[config.mk]
export PLATFORM = sky130hd
export DESIGN_NAME = pwm_clkgen
export DESIGN_NICKNAME = d
export VERILOG_FILES = /design/src/rtl/pwm_clkgen.sv
export SDC_FILE = /design/constraint.sdc
export NUM_CORES = 1
export LEC_CHECK = 0
export BUFFER_PORTS_ARGS = -buffer_cell sky130_fd_sc_hd__buf_4
export CORE_MARGIN = 5
export CORE_UTILIZATION = 55
export DETAILED_ROUTE_END_ITERATION = 12
export HOLD_SLACK_MARGIN = 0.02
export PLACE_DENSITY = 0.78
export SETUP_SLACK_MARGIN = 0.15
export SYNTH_ARGS = -nofsm -noshare
export SYNTH_HDL_FRONTEND = slang
export SYNTH_SLANG_ARGS = --single-unit
[constraint.sdc]
create_clock -name clk -period 5.6 [get_ports clk]
set_input_delay 1.4 -clock clk [delete_from_list [all_inputs] [get_ports clk]]
set_output_delay 1.4 -clock clk [all_outputs]
set_load 0.05 [all_outputs]
[src/rtl/pwm_clkgen.sv]
module pwm_clkgen #(
  parameter int DIV_W   = 8,
  parameter int EXP_W   = 8,
  parameter int EXP_MAX = 10
) (
  input  logic                          clk,
  input  logic                          rst_n,
  input  logic                          wr_en,
  input  logic [2*(DIV_W+EXP_W)-1:0]    wr_data,
  output logic [2*(DIV_W+EXP_W)-1:0]    mode_q,
  output logic                          tick_a,
  output logic                          tick_b
);
  localparam int HALF_W = DIV_W + EXP_W;
  localparam int REG_W  = 2 * HALF_W;
  localparam int PCNT_W = EXP_MAX;

  logic [REG_W-1:0] mode_r;
  logic [1:0]       tick;

  always_ff @(posedge clk or negedge rst_n)
    if (!rst_n)     mode_r <= '0;
    else if (wr_en) mode_r <= wr_data;

  assign mode_q = mode_r;

  for (genvar h = 0; h < 2; h++) begin : g_half
    logic [HALF_W-1:0] cur, nxt;
    logic [DIV_W-1:0]  div;
    logic [EXP_W-1:0]  ex;
    logic [PCNT_W-1:0] pcnt, mask;
    logic [DIV_W-1:0]  dcnt;
    logic              restart, active, pre_tick, last;

    assign cur      = mode_r[h*HALF_W +: HALF_W];
    assign nxt      = wr_data[h*HALF_W +: HALF_W];
    assign div      = cur[DIV_W-1:0];
    assign ex       = cur[HALF_W-1:DIV_W];
    assign restart  = wr_en && (nxt != cur);
    assign active   = div != '0;

    always_comb
      for (int i = 0; i < PCNT_W; i++)
        mask[i] = ex > EXP_W'(i);

    assign pre_tick = active && ((pcnt & mask) == mask);
    assign last     = dcnt == div - DIV_W'(1);
    assign tick[h]  = pre_tick && last;

    always_ff @(posedge clk or negedge rst_n)
      if (!rst_n) begin
        pcnt <= '0;
        dcnt <= '0;
      end else if (restart || !active) begin
        pcnt <= '0;
        dcnt <= '0;
      end else begin
        pcnt <= pcnt + PCNT_W'(1);
        if (pre_tick) dcnt <= last ? '0 : dcnt + DIV_W'(1);
      end
  end

  assign tick_a = tick[0];
  assign tick_b = tick[1];
endmodule

==> out/results.ini <==
[outcome]
outcome=finished clean

[setup_path]
worstReg2RegStart=mode_q[16]
cpMaxStageDelayCell=dfrtp_1
cp.required_ns=4.20
r2r_setup_slack_ns=3.25
r2r_cells=8
critPathBufInv=2
r2r_end=g_half[1].dcnt[2]
worstPathCellList=inv_1 -> ha_1 -> nor3b_1 -> xnor2_1 -> nor4_1 -> nand4_2 -> nor2_1 -> buf_4
cp_max_fo=15
crit_family=simple AND/OR/NAND/NOR gates
worstSetupPathType=flop to output pin
crit_arrival_ns=2.63
max_stage_delay_ns=0.45
worstSetupEndpointType=output pin
startpoint_type=flop

[sta]
rsz0062_at_grt=no
min_period_over_period=0.720
final_hold_viol_count=0
tns_ns=0
maxSlewHeadroom=0.434
drv_slew=0
skew_ns=0.0113
fmax_mhz=248
period_needed_ns=4.03
layout_setup_ws_ns=1.57
tightest_slew_ns=0.849
setup_violations=0

[cells_and_area]
area_growth_pct=18.9
finish.instance_area_um2=4830
final_nets=517
fillers=579
multi_input_area_um2=2240
seq_area_um2=1700
num_antenna_cells=0
drive_above_1_share=0.267

[logic_synthesis]
netlist_top_cells_count=68 x dfrtp_1, 42 x xnor2_1, 36 x nor2_1, 33 x nand2_1, 28 x mux2_2
yosysWarningCount=0
synth-edff-count=0
synthArstFlopShare=1.00
ys_seq_area_frac=0.418
syn_avg_cell_area_um2=9.92
synth_ff_type=dfrtp_1
synth_area_um2=4070
synth_area_leader_cell=dfrtp_1
syn_nets=453
yosysTopAreaCellShare=0.418
synth_cell_types=57
yosys-top-cells-area=dfrtp_1 42%, xnor2_1 9.0%, mux2_2 7.8%, xor2_1 5.4%, nor2_1 3.3%
synth_cells=410
ys_ff_latch=68
yosysMostFrequentCell=dfrtp_1

[floorplan]
initial_core_util=0.564
core-area_um2=7210
die_height_um=96.0
ios=69
fp.dieW_um=96.0
placementRows=31
dieArea_um2=9210

[hold_path]
hold_end=g_half[1].pcnt[0]
hold_class=flop to flop
hold_path_startpoint=g_half[1].pcnt[0]
worstHoldPathCells=1

[detailed_routing]
routed-wl-met2_um=4370
num_vias=3269
drt_pre_antenna_iters=4
wl_met1_um=4310
maxUsedRoutingLayer=met4
drc=0
viasPerCell=5.66
wl_met3_um=477
ant_nets=0
drt_iter0_drc=123
wl_per_cell_um=16.0
wl_um=9270

[placement]
io_buffers=68
dpl.hpwl_um=6740
place_ws_ns=1.97
gp_congestion=0.859
place_area_um2=4620

[grt]
grt_pass1_vias=3135
antenna_found_initial=0
overflow=0
grt_start_max_net_pins=69
grt_first_pass_wirelength_um=15300
grt_usage=0.214

[clocking]
cts_root_buffer=clkbuf_8
post-cts-setup-buffers=0
cts_buffer_depth=2
cts_resized=0
clk_pin_slew_ns=0.08
cts_buffers=9
cts_tree=built
cts_sinks=68
ctsHoldBuffers=0
htree_levels=3
clock_latency_ns=0.34

[power_and_ir_drop]
switching_share=0.326
p_comb_frac=0.231
p_sw_mw=0.422
leakage_nw=2.02
clockPowerShare=0.325
seqPwrFrac=0.444
p_int_mw=0.874
powerDensity_nw_per_um2=268
irDropWorstVdd_mv=0.215

[flow_run]
cap_violations=0

[flip-flops by register name, summed over array words and instances (netlist names)]
name,count
mode_q,32
g_half.pcnt,20
g_half.dcnt,16
[final cells by class]
cell class,count,share of cell area
clock buffers,11,0.0313
clock inverters,5,0.0122
inverters,14,0.0109
multi-input cells,313,0.462
flip-flops and latches,68,0.352
well taps,99,0.0256
repair buffers,68,0.106
[cells in the final DEF, fill, tap and decap left out, types with 3 or more instances in the layout]
master,count
dfrtp_1,68
buf_4,68
xnor2_1,42
nor2_1,36
nand2_1,33
mux2_2,28
xor2_1,25
nand3_1,23
inv_1,14
a31oi_1,12
clkbuf_8,11
a21oi_1,10
nor4_1,8
nand4_1,8
nand3b_1,8
ha_1,8
nand4b_1,7
o21ai_0,7
and3_1,5
and3_2,4
nor3_1,4
a21boi_0,3
or3_1,3
[metrics by stage]
stage / std cells / util / total power [mW] / hold slack (ns)
after global routing: 578 / 0.670 / 1.36 / 0.570
after global placement: 562 / 0.641 / 0.878 / 0.525
after detailed placement: 562 / 0.641 / 0.883 / 0.524
after floorplan: 410 / - / 0.779 / 0.493
final: 578 / 0.670 / 1.30 / 0.535
after CTS: 578 / 0.670 / 1.31 / 0.535
[how the worst max path moves through the flow]
| stage | cells past startpoint | to | slack (ns) | from |
|---|---|---|---|---|
| after detailed placement | 8 | tick_a | 1.97 | mode_q[0] |
| after global placement | 8 | tick_a | 2.06 | mode_q[0] |
| final | 8 | tick_b | 1.57 | mode_q[16] |
| after global routing | 8 | tick_b | 1.29 | mode_q[16] |
| after floorplan | 8 | tick_a | 1.36 | mode_q[0] |
| after CTS | 8 | tick_b | 1.54 | mode_q[16] |
[power by group through the flow]
stage / registers [mW] / logic, mW / clock network, mW
after floorplan: 0.648 / 0.132 / 0
after global routing: 0.582 / 0.322 / 0.458
after global placement: 0.582 / 0.296 / 0
after detailed placement: 0.584 / 0.299 / 0
final: 0.575 / 0.299 / 0.421
after CTS: 0.575 / 0.302 / 0.434
[worst register-to-register path, delay by kind of cell (launching register included)]
family                   cells  cell delay, ns
AO/OA/AOI/OAI                2            0.36
XOR/XNOR                     1            0.10
adder cells (fa/ha/maj)      1            0.20
buffers and inverters        1            0.12
flip-flops                   1            0.45
AND/OR/NAND/NOR              3            1.00
[kinds of logic after synthesis]
group	share of synthesized area
simple gates	0.203
mux	0.0800
buf+inv	0.0317
xor+xnor	0.144
compound gates	0.0975
flops	0.418
fa+ha+maj	0.0246
[routing by layer]
| layer | track usage | vias up |
|---|---|---|
| met5 | 0 | - |
| met4 | 0.0604 | 0 |
| met3 | 0.0477 | 9 |
| met2 | 0.328 | 80 |
| met1 | 0.304 | 1604 |
| li1 | - | 1576 |
(Power assumes the default switching activity.)
